**src/rtl/uwr_pkg.sv**
```systemverilog
package uwr_pkg;
  typedef enum logic [1:0] {ST_IDLE, ST_START, ST_DATA, ST_STOP} uwr_state_e;

  function automatic logic edge_fall(input logic prev, input logic cur);
    return prev & ~cur;
  endfunction

  function automatic logic edge_rise(input logic prev, input logic cur);
    return ~prev & cur;
  endfunction

  function automatic int unsigned mid_tick(input int unsigned ovs);
    return ovs / 2 - 1;
  endfunction
endpackage

```
**src/rtl/uwr_sync.sv**
```systemverilog
module uwr_sync #(
  parameter int STAGES = 2
) (
  input  logic clk,
  input  logic rst_n,
  input  logic d_i,
  output logic q_o
);
  logic [STAGES-1:0] chain;

  always_ff @(posedge clk or negedge rst_n) begin
    if (!rst_n) chain <= '1;
    else        chain <= {chain[STAGES-2:0], d_i};
  end

  assign q_o = chain[STAGES-1];
endmodule

```
**src/rtl/uwr_frame.sv**
```systemverilog
module uwr_frame
  import uwr_pkg::*;
#(
  parameter int DATA_W = 8,
  parameter int OVS    = 16
) (
  input  logic              clk,
  input  logic              rst_n,
  input  logic              en_i,
  input  logic              tick_i,
  input  logic              rx_i,
  output logic              done_o,
  output logic [DATA_W-1:0] data_o,
  output logic              ferr_o
);
  localparam int CW = $clog2(OVS);
  localparam int BW = (DATA_W > 1) ? $clog2(DATA_W) : 1;
  localparam logic [CW-1:0] MID   = CW'(mid_tick(OVS));
  localparam logic [CW-1:0] LAST  = CW'(OVS - 1);
  localparam logic [BW-1:0] BLAST = BW'(DATA_W - 1);

  uwr_state_e        state;
  logic [CW-1:0]     cnt;
  logic [BW-1:0]     bitn;
  logic [DATA_W-1:0] shreg;

  always_ff @(posedge clk or negedge rst_n) begin
    if (!rst_n) begin
      state <= ST_IDLE;
      cnt   <= '0;
      bitn  <= '0;
      shreg <= '0;
    end else if (!en_i) begin
      state <= ST_IDLE;
      cnt   <= '0;
    end else begin
      case (state)
        ST_IDLE: if (!rx_i) begin
          state <= ST_START;
          cnt   <= '0;
        end
        ST_START: if (tick_i) begin
          if (cnt == MID) begin
            state <= rx_i ? ST_IDLE : ST_DATA;
            cnt   <= '0;
            bitn  <= '0;
          end else cnt <= cnt + 1'b1;
        end
        ST_DATA: if (tick_i) begin
          if (cnt == LAST) begin
            shreg <= {rx_i, shreg[DATA_W-1:1]};
            cnt   <= '0;
            if (bitn == BLAST) state <= ST_STOP;
            else               bitn  <= bitn + 1'b1;
          end else cnt <= cnt + 1'b1;
        end
        default: if (tick_i) begin
          if (cnt == LAST) state <= ST_IDLE;
          else             cnt   <= cnt + 1'b1;
        end
      endcase
    end
  end

  assign done_o = en_i && (state == ST_STOP) && tick_i && (cnt == LAST);
  assign data_o = shreg;
  assign ferr_o = ~rx_i;
endmodule

```
**src/rtl/uwr_fifo.sv**
```systemverilog
module uwr_fifo #(
  parameter int W     = 9,
  parameter int DEPTH = 2
) (
  input  logic                       clk,
  input  logic                       rst_n,
  input  logic                       push_i,
  input  logic [W-1:0]               din_i,
  input  logic                       pop_i,
  output logic [W-1:0]               dout_o,
  output logic [$clog2(DEPTH+1)-1:0] level_o,
  output logic                       drop_o
);
  localparam int LW = $clog2(DEPTH + 1);
  localparam int PW = (DEPTH > 1) ? $clog2(DEPTH) : 1;
  localparam logic [PW-1:0] PLAST = PW'(DEPTH - 1);

  logic [W-1:0]  mem [DEPTH];
  logic [PW-1:0] wptr, rptr;
  logic          pop_ok, push_ok;

  assign pop_ok  = pop_i && (level_o != '0);
  assign push_ok = push_i && ((level_o != LW'(DEPTH)) || pop_ok);
  assign drop_o  = push_i && !push_ok;
  assign dout_o  = mem[rptr];

  always_ff @(posedge clk or negedge rst_n) begin
    if (!rst_n) begin
      wptr    <= '0;
      rptr    <= '0;
      level_o <= '0;
      for (int i = 0; i < DEPTH; i++) mem[i] <= '0;
    end else begin
      if (push_ok) begin
        mem[wptr] <= din_i;
        wptr      <= (wptr == PLAST) ? '0 : wptr + 1'b1;
      end
      if (pop_ok) rptr <= (rptr == PLAST) ? '0 : rptr + 1'b1;
      level_o <= level_o + LW'(push_ok) - LW'(pop_ok);
    end
  end
endmodule

```
**src/rtl/uart_wake_rx.sv**
```systemverilog
module uart_wake_rx
  import uwr_pkg::*;
#(
  parameter int DATA_W = 8,
  parameter int OVS    = 16,
  parameter int DEPTH  = 2,
  parameter int SYNC_N = 2
) (
  input  logic              clk,
  input  logic              rst_n,
  input  logic              rx_i,
  input  logic              baud_tick_i,
  input  logic              rx_en_i,
  input  logic              wake_arm_i,
  input  logic              rd_i,
  output logic [DATA_W-1:0] rd_data_o,
  output logic              rd_ferr_o,
  output logic              irq_o,
  output logic              overrun_o,
  output logic              wake_en_o
);
  localparam int LW = $clog2(DEPTH + 1);

  logic              rx_s, rx_q, rx_fall, rx_rise;
  logic              wake_seen, wake_flag, wake_evt, wake_done;
  logic              frm_en, word_done, word_ferr, word_drop;
  logic [DATA_W-1:0] word_data;
  logic [DATA_W:0]   head;
  logic [LW-1:0]     fifo_level;

  uwr_sync #(.STAGES(SYNC_N)) sync_i (
    .clk(clk), .rst_n(rst_n), .d_i(rx_i), .q_o(rx_s)
  );

  always_ff @(posedge clk or negedge rst_n) begin
    if (!rst_n) rx_q <= 1'b1;
    else        rx_q <= rx_s;
  end

  assign rx_fall   = edge_fall(rx_q, rx_s);
  assign rx_rise   = edge_rise(rx_q, rx_s);
  assign wake_evt  = wake_en_o && rx_fall;
  assign wake_done = wake_en_o && wake_seen && rx_rise;

  always_ff @(posedge clk or negedge rst_n) begin
    if (!rst_n) begin
      wake_en_o <= 1'b0;
      wake_seen <= 1'b0;
      wake_flag <= 1'b0;
    end else begin
      wake_en_o <= wake_arm_i || (wake_en_o && !wake_done);
      wake_seen <= wake_en_o && !wake_done && (wake_seen || rx_fall);
      wake_flag <= wake_evt || (wake_flag && !rd_i);
    end
  end

  assign frm_en = rx_en_i && !wake_en_o && !overrun_o;

  uwr_frame #(.DATA_W(DATA_W), .OVS(OVS)) frame_i (
    .clk(clk), .rst_n(rst_n), .en_i(frm_en), .tick_i(baud_tick_i),
    .rx_i(rx_s), .done_o(word_done), .data_o(word_data), .ferr_o(word_ferr)
  );

  uwr_fifo #(.W(DATA_W + 1), .DEPTH(DEPTH)) fifo_i (
    .clk(clk), .rst_n(rst_n), .push_i(word_done),
    .din_i({word_ferr, word_data}), .pop_i(rd_i),
    .dout_o(head), .level_o(fifo_level), .drop_o(word_drop)
  );

  always_ff @(posedge clk or negedge rst_n) begin
    if (!rst_n)        overrun_o <= 1'b0;
    else if (!rx_en_i) overrun_o <= 1'b0;
    else if (word_drop) overrun_o <= 1'b1;
  end

  assign rd_data_o = head[DATA_W-1:0];
  assign rd_ferr_o = head[DATA_W];
  assign irq_o     = (fifo_level != '0) || wake_flag;
endmodule

```
**config.mk**
```make
export PLATFORM = sky130hd
export DESIGN_NAME = uart_wake_rx
export DESIGN_NICKNAME = d
export VERILOG_FILES = /design/src/rtl/uwr_pkg.sv /design/src/rtl/uwr_sync.sv /design/src/rtl/uwr_frame.sv /design/src/rtl/uwr_fifo.sv /design/src/rtl/uart_wake_rx.sv
export SDC_FILE = /design/constraint.sdc
export NUM_CORES = 1
export LEC_CHECK = 0
export ABC_AREA = 1
export BUFFER_PORTS_ARGS = -buffer_cell sky130_fd_sc_hd__buf_2
export CORE_MARGIN = 2
export CORE_UTILIZATION = 63
export CTS_BUF_LIST = sky130_fd_sc_hd__clkbuf_8 sky130_fd_sc_hd__clkbuf_16
export CTS_CLUSTER_DIAMETER = 50
export CTS_CLUSTER_SIZE = 25
export DETAILED_ROUTE_END_ITERATION = 10
export GPL_TIMING_DRIVEN = 1
export PLACE_DENSITY = 0.85
export REMOVE_ABC_BUFFERS = 1
export SYNTH_ARGS = -nofsm -noshare
export SYNTH_HDL_FRONTEND = slang
export SYNTH_SLANG_ARGS = --single-unit
```
**constraint.sdc**
```tcl
create_clock -name clk -period 3.1 [get_ports clk]
set_clock_uncertainty 0.15 [all_clocks]
set_input_delay 0.465 -clock clk [delete_from_list [all_inputs] [get_ports clk]]
set_output_delay 0.465 -clock clk [all_outputs]
set_load 0.05 [all_outputs]
```
==> impl_metrics.ini, run 1 <==
[synthesis]
synth_ff_type = dfrtp_1
synth_edf_count = 0
ys_ff_latch = 46
synth_warnings = 0
synth_top_area_cell = dfrtp_1
synth-async-reset-ratio = 1.00
synth_top_area_frac = 0.479
syn_area_um2 = 2240
synth.distinct_cells = 29
netlist_instances = 274
yosysSeqAreaShare = 0.514
synth_area_leaders = dfrtp_1, nand2_1, nand3_1
synth_area_per_cell_um2 = 8.19

[clocking]
cts_buffer_depth = 2
postCtsSetupRepairBufs = 0
root_buffer = clkbuf_8
h-tree-depth = 2
cts_resized = 0
cts-buffers-inserted = 5
clk_pin_slew_worst_paths_ps = 80
ctsHoldBuffers = 0
cts_tree = yes
cts_sinks = 46
clock_latency_ps = 290

[global_route]
antenna_found_initial = 0
grt_max_degree = 47
grt_pass1_wl_um = 7850
grt_use_total = 0.251
grt_remaining_overflow = 0
grt_pass1_vias = 1723

[routing]
viasPerCell = 5.39
drt_iter0_drc = 175
drcViolationCount = 0
firstDrtPassIters = 4
wl_um = 4430
wl_per_cell_um = 13.0
final_antenna_net_count = 0
vias = 1833

[critical_path]
worst-setup-path-type = reg2out
critPathArrivalTime_ps = 1570
cp_max_fo = 11
crit_top_cell = nand2_1
path_delay_family = flip-flops
cp.depth = 4
rrSetupSlack_ps = 1220
path_cells = clkinv_1 -> nand2_1 -> nand2_1 -> buf_2
rr_worst_depth = 7
cp_slowest_cell = dfrtp_1
cp-end-kind = output port
crit_path_max_incr_delay_ps = 550
path_buf_inv = 2
required_ps = 2480
crit_path_start_kind = register

[sta]
tns_ps = 0
hold_ws_ps = 110
tightest_slew_ps = 974
max_freq_mhz = 458
maxSlewViolCount = 0
slew_headroom = 0.351
setup_viol = 0
finalHoldViolCount = 0
rsz0062_at_grt = false
fin_crit_ps = 2190
finalCritPeriodShare = 0.705
layout_setup_ws_ps = 914

[finish]
drive_above_1_share = 0.143
n_antenna_cell = 0
final_util = 0.727
area_delta_synth_final_pct = 9.75
nNetsFinal = 304

[floorplanning]
core_region_area_um2 = 3390
ios = 19
die_h_um = 63.7
die_width_um = 63.7
initial_core_util = 0.662
rows = 21
die-area_um2 = 4060

[placement]
port_buffers = 18
routabilityCongestion = 0.868
dp_slack_ps = 1230
dp_hpwl_um = 2990

[power_and_ir_drop]
p_leak_nw = 1.36
p_per_area_nw_per_um2 = 528
p_total_mw = 1.30
ir_drop_mv = 0.239

[run_status]
outcome = finished, final reports clean

[worst_hold_path]
hold_depth = 1
worstHoldPathType = in2reg

[job]
maxCapViolCount = 0
cell usage in the layout (no fill, tap or decap), drive strengths merged:
cell,netlist,layout
o31ai,1,1
inv,24,26
dfrtp,43,43
o21ai,9,9
clkbuf,1,5
nor2,21,21
xor2,3,3
bufinv,0,1
nand4,5,5
nor3,1,1
o21bai,1,1
nand3,36,36
a21oi,9,9
o22ai,1,1
ha,4,4
clkinv,2,2
nand3b,1,1
nand2,103,103
dfstp,3,3
buf,5,18
a21boi,1,1
metrics by stage:
step                instance area [um^2]  instances
finish                              2460        340
detailed placement                  2360        332
CTS                                 2460        340
global route                        2460        340
global placement                    2360        332
floorplan                           2210        268
registers in the layout, summed over array words and instances (netlist names):
signal,flops
frame_i.state,2
rx_q,1
wake_seen,1
fifo_i.level_o,2
frame_i.bitn,3
sync_i.chain,2
frame_i.data_o,8
frame_i.cnt,4
fifo_i.wptr,1
fifo_i.mem,18
wake_flag,1
wake_en_o,1
overrun_o,1
fifo_i.rptr,1
final timing paths:
path                                  from              end
min                                   rx_i  sync_i.chain[0]
max in group asynchronous            rst_n        overrun_o
max reg2reg                 frame_i.cnt[0]   fifo_i.mem[17]
max                            fifo_i.rptr        rd_ferr_o
min in group asynchronous            rst_n   frame_i.cnt[3]
min reg2reg                sync_i.chain[0]  sync_i.chain[1]
final cells by class:
cell class	instances	area (um^2)
inverters	26	97.6
flip-flops and latches	46	1150
clock inverters	3	37.5
clock buffers	5	68.8
repair buffers	18	90.1
well taps	46	57.6
multi-input cells	196	957
fillers	233	926
Yosys cell counts (2+ instances only):
cell,instances
dfstp_2,3
ha_1,4
nor2_4,3
nand2_1,101
o21ai_1,4
buf_2,4
inv_2,2
o21ai_0,5
nand3_2,4
nand3_1,32
nor2_1,17
xor2_1,3
inv_1,22
dfrtp_1,43
clkinv_1,2
nand4_2,2
a21oi_1,9
nand4_1,3
cell families after synthesis:
family                   synth area share
AO/OA/AOI/OAI                      0.0530
XOR/XNOR                           0.0117
adder cells (fa/ha/maj)            0.0223
buffers and inverters              0.0591
flip-flops                          0.514
AND/OR/NAND/NOR                     0.339
metal layers:
| metal | part of all wire | vias up | GRT usage | wire, um |
|---|---|---|---|---|
| li1 | - | 917 | - | - |
| met1 | 0.45 | 865 | 0.324 | 1970 |
| met2 | 0.50 | 46 | 0.412 | 2200 |
| met3 | 0.046 | 5 | 0.0643 | 206 |
| met4 | 0.011 | 0 | 0.0870 | 49 |
| met5 | 0 | - | 0 | 0 |
where the power goes:
group | total (mW) | switching [mW] | internal, mW
Sequential | 0.667 | 0.0349 | 0.632
Clock | 0.429 | 0.194 | 0.235
Combinational | 0.206 | 0.150 | 0.0564
Total | 1.30 | 0.379 | 0.923
Power figures use the tool's default switching activity.
==> run 2: changes to the inputs <==
ABC_AREA = 0   (was 1)
CORE_UTILIZATION = 53   (was 63)
PLACE_DENSITY = 0.77   (was 0.85)
clock period = 1.96 ns   (was 3.1 ns; I/O delays follow)
==> run 2 against run 1 <==
Clock-buffer cell count rose by 1. Cell area rose by 5.3%. Critical endpoint is now frame_i.bitn[0]. Sequential share of layout area fell by 2.3 points. Combinational power rose by 25%. First-iteration DRC count fell by 35%. Flip-flop and latch count did not move. Utilization fell by 7.4 points.
==> impl_metrics.ini, run 2 <==
[run_status]
outcome = finished, final reports clean

[worst_hold_path]
worstHoldPathType = in2reg
worst_hold_startpoint = wake_arm_i

[critical_path]
reg2reg_to = frame_i.bitn[0]
worst-setup-path-type = reg2reg
cp_slowest_cell = dfrtp_1
critPathArrivalTime_ps = 1930
cp-end-kind = register
crit_top_cell = ha_1
crit_path_start_kind = register
rrSetupSlack_ps = 70
cp_max_fo = 3
crit_end = frame_i.bitn[0]
rr_worst_depth = 6
worstSetupStartpoint = frame_i.bitn[0]
path_cells = ha_1 -> ha_1 -> inv_1 -> a32oi_1 -> or3_4 -> mux2_2
reg2reg_from = frame_i.bitn[0]
path_buf_inv = 1
required_ps = 2000
crit_path_max_incr_delay_ps = 380
path_delay_family = adder cells
cp.depth = 6

[synthesis]
yosysSeqAreaShare = 0.534
synthAdderAreaFrac = 0.0231
synthMuxAreaShare = 0.205
synth_area_per_cell_um2 = 12.4
synth-async-reset-ratio = 1.00
synth-simple-area-share = 0.130
syn_area_um2 = 2160
synth_top_area_cell = dfrtp_1
ys_top_cells_by_count = dfrtp_1, mux2_2, nand2_1
synth_top_family_by_area = multiplexers
synth_top_area_frac = 0.497
synth_compound_area_frac = 0.0665
synth_edf_count = 0
ys_ff_latch = 46
synth_ff_type = dfrtp_1
netlist_instances = 175
yosysMostFrequentCell = dfrtp_1
synthXorXnorAreaFrac = 0.0162
synth_warnings = 0
synth_area_leaders = dfrtp_1, mux2_2, mux2_4
synth.distinct_cells = 37

[floorplanning]
core_region_area_um2 = 3970
die_width_um = 67.9
die_h_um = 67.9
ios = 19
die-area_um2 = 4610
rows = 23
initial_core_util = 0.545

[global_route]
grt_max_degree = 21
grt_use_total = 0.209
grt_pass1_vias = 1441
grt_pass1_wl_um = 6910
grt_remaining_overflow = 0
antenna_found_initial = 0

[finish]
final_util = 0.653
drive_above_1_share = 0.403
largest-register = fifo_i.mem
largest_reg_flops = 18
n_antenna_cell = 0
final_cell_mix = dfrtp_1, mux2_2, buf_2, nand2_1, buf_4
nNetsFinal = 221
design_area_um2 = 2590
final_common_cell = dfrtp_1
area_delta_synth_final_pct = 19.8
nFillCells = 297

[sta]
layout_setup_ws_ps = 69.7
slew_headroom = 0.721
finalCritPeriodShare = 0.964
rsz0062_at_grt = false
fin_crit_ps = 1890
tns_ps = 0
finalHoldViolCount = 0
setup_viol = 0
max_freq_mhz = 529
maxSlewViolCount = 0
tightest_slew_ps = 418

[clocking]
cts_buffer_depth = 2
clk_pin_slew_worst_paths_ps = 80
cts_tree = yes
clock_latency_ps = 300
root_buffer = clkbuf_8
cts-buffers-inserted = 5
h-tree-depth = 2
cts_sinks = 46

[placement]
dp_slack_ps = -12.4
place_area_um2 = 2400
dp_hpwl_um = 3040
routabilityCongestion = 0.854
port_buffers = 18

[routing]
wl_per_cell_um = 16.2
firstDrtPassIters = 4
drcViolationCount = 0
wl_um = 4230
drt_iter0_drc = 114
viasPerCell = 5.66
final_antenna_net_count = 0
vias = 1476

[power_and_ir_drop]
intPower_mw = 1.66
p_comb_frac = 0.117
p_leak_nw = 1.30
power.share.switching = 0.240
seqPwrFrac = 0.492
ir_drop_mv = 0.656
p_switching_uw = 525
pwr-share-clk = 0.390
p_per_area_nw_per_um2 = 844
p_total_mw = 2.19

[job]
maxCapViolCount = 0
## run 2: cell families after synthesis
kind of cell | Yosys count
AOI/OAI and AO/OA | 22
buffers and inverters | 12
adders and majority gates | 4
xor gates and xnor gates | 4
and+or+nand+nor | 50
muxes | 37
DFF | 46
## run 2: per-layer routing
metal  vias to the layer above  global-route usage  wire, um
met5                         -                   0         0
met4                         0              0.0750        62
met3                         8              0.0559       166
met2                        37               0.373      2290
met1                       743               0.240      1710
li1                        688                   -         -
## run 2: metrics by stage
| stage | hold slack [ps] | instances |
|---|---|---|
| 2_1_floorplan | -152 | 169 |
| 3_3_place_gp | 90.2 | 249 |
| 6_report | 31.9 | 261 |
| 3_5_place_dp | 102 | 249 |
| 5_1_grt | 21.4 | 261 |
| 4_1_cts | 23.6 | 259 |
## run 2: final cells by class
type	instances	area [um^2]	share of cell area
inverters	6	22.5	0.00868
flip-flops and latches	46	1160	0.446
multi-input cells	117	966	0.372
repair buffers	34	244	0.0941
clock buffers	6	82.6	0.0318
well taps	50	62.6	0.0241
clock inverters	2	60.1	0.0232
## run 2: worst min-delay path by stage
| stage | slack (ps) | to | cells after the start |
|---|---|---|---|
| 4_1_cts | 20 | wake_en_o | 2 |
| 3_5_place_dp | 100 | fifo_i.mem[10] | 1 |
| 3_3_place_gp | 90 | fifo_i.mem[9] | 1 |
| 5_1_grt | 20 | wake_en_o | 2 |
| 6_report | 30 | wake_en_o | 2 |
| 2_1_floorplan | -150 | fifo_i.level_o[0] | 0 |
## run 2: timing repair
| action | CTS | global route |
|---|---|---|
| buffers inserted | 0 | 2 |
| pin swaps | 0 | 1 |
| hold buffers | 2 | 0 |
| hold endpoints to repair | 19 | 0 |
| endpoints found under the setup margin | 9 | 17 |
| gates resized for setup | 1 | 5 |
## run 2: power by group through the flow
stage	registers [mW]	clock network [mW]	logic, mW
2_1_floorplan	1.07	0	0.176
3_3_place_gp	1.09	0	0.232
3_5_place_dp	1.09	0	0.244
4_1_cts	1.08	0.871	0.252
5_1_grt	1.09	0.916	0.278
6_report	1.08	0.854	0.257
==> run 3: changes to the inputs <==
SETUP_SLACK_MARGIN = 0.3   (was unset)
==> run 3 against run 2 <==
Fmax up 3.7%. Cell area increased by 8.5%. Largest power group unchanged. Highest routed layer unchanged. Clock power hardly changed. Worst hold slack hardly changed. Sequential share of layout area is 3.5 points lower. Utilization up 5.5 points. Cell count increased by 4.2%. Die area unchanged. Clock-buffer cell count is the same. Largest cell class unchanged.
==> impl_metrics.ini, run 3 (same netlist as run 2, synthesis figures left out) <==
[clocking]
cts_tree = yes
root_buffer = clkbuf_8
cts-buffers-inserted = 5
clk_pin_slew_worst_paths_ps = 80
h-tree-depth = 2
cts_buffer_depth = 2
cts_sinks = 46
clock_latency_ps = 300

[sta]
slew_headroom = 0.722
tns_ps = 0
rsz0062_at_grt = true
layout_setup_ws_ps = 137
finalHoldViolCount = 0
tightest_slew_ps = 418
hold_ws_ps = 31.8
max_freq_mhz = 549
maxSlewViolCount = 0
setup_viol = 0
fin_crit_ps = 1820
finalCritPeriodShare = 0.930

[finish]
final_common_cell = dfrtp_1
largest_reg_flops = 18
area_delta_synth_final_pct = 30.0
final_cell_mix = dfrtp_1, mux2_2, buf_4, nand2_1, buf_6
nFillCells = 275
design_area_um2 = 2810
largest-register = fifo_i.mem
multi_input_area_um2 = 1030
nNetsFinal = 232
drive_above_1_share = 0.482
final_util = 0.709
n_antenna_cell = 0
seqCellArea_um2 = 1160

[placement]
dp_hpwl_um = 3040
port_buffers = 18
dp_slack_ps = -12.4
routabilityCongestion = 0.854
place_area_um2 = 2400

[routing]
wl_per_cell_um = 16.3
firstDrtPassIters = 4
vias = 1507
drcViolationCount = 0
wl_um = 4430
viasPerCell = 5.54
final_antenna_net_count = 0
drt_iter0_drc = 126

[floorplanning]
initial_core_util = 0.545
die_h_um = 67.9
core_region_area_um2 = 3970
die-area_um2 = 4610
ios = 19
die_width_um = 67.9
rows = 23

[power_and_ir_drop]
p_per_area_nw_per_um2 = 825
ir_drop_mv = 0.671
p_leak_nw = 1.38

[global_route]
grt_use_total = 0.222
grt_pass1_wl_um = 7380
grt_pass1_vias = 1542
grt_max_degree = 21
grt_remaining_overflow = 0
antenna_found_initial = 0

[critical_path]
required_ps = 2000
path_buf_inv = 1
critPathArrivalTime_ps = 1860
crit_path_start_kind = register
crit_path_max_incr_delay_ps = 370
cp_max_fo = 9
path_cells = ha_2 -> and3_4 -> nand4_4 -> or2_4 -> buf_12 -> mux2_4
path_delay_family = simple AND/OR/NAND/NOR gates
cp-end-kind = register
worst-setup-path-type = reg2reg
cp_slowest_cell = dfrtp_1

[worst_hold_path]
worstHoldPathType = in2reg

[run_status]
outcome = finished, final reports clean

[job]
maxCapViolCount = 0
==> run 3: timing repair <==
item                                    in CTS  in global routing
buffers inserted                            10                  3
hold endpoints to repair                    19                  0
pin swaps                                    6                  5
gates resized for setup                     35                 12
endpoints found under the setup margin      42                 45
hold buffers                                 2                  0
==> run 3: layout make-up <==
type                       count  area share
sequential                    46       0.411
tap                           50      0.0222
inverter                       6     0.00800
clock inverter                 2      0.0213
timing repair buffer          45       0.144
multi-input combinational    117       0.365
clock buffer                   6      0.0293
==> run 3: power by group <==
part           switching, mW  leakage [nW]  internal [mW]  total (mW)
clock                  0.313        0.0714          0.543       0.856
sequential            0.0411         0.606          0.997        1.04
combinational          0.209         0.702          0.219       0.428
total                  0.563          1.38           1.76        2.32
==> run 3: path summary, 6_finish.rpt <==
| check | from | endpoint | slack (ps) | cells past startpoint |
|---|---|---|---|---|
| max in group asynchronous | rst_n | rx_q | 750 | 3 |
| max | frame_i.cnt[0] | fifo_i.mem[0] | 140 | 6 |
| min | wake_arm_i | wake_en_o | 30 | 2 |
| max reg2reg | frame_i.cnt[0] | fifo_i.mem[0] | 140 | 6 |
| min in group asynchronous | rst_n | fifo_i.mem[2] | 300 | 2 |
| min reg2reg | sync_i.chain[0] | sync_i.chain[1] | 210 | 0 |
==> run 3: layer usage <==
layer,wire length [um],GRT usage,part of all wire
met5,0,0,0
met4,79,0.0825,0.018
met3,138,0.0609,0.031
met2,2470,0.401,0.56
met1,1730,0.250,0.39
==> run 3: metrics by stage <==
stage,power (mW),instances
floorplan,1.25,169
global placement,1.32,249
detailed placement,1.34,249
CTS,2.30,269
global route,2.42,272
finish,2.32,272
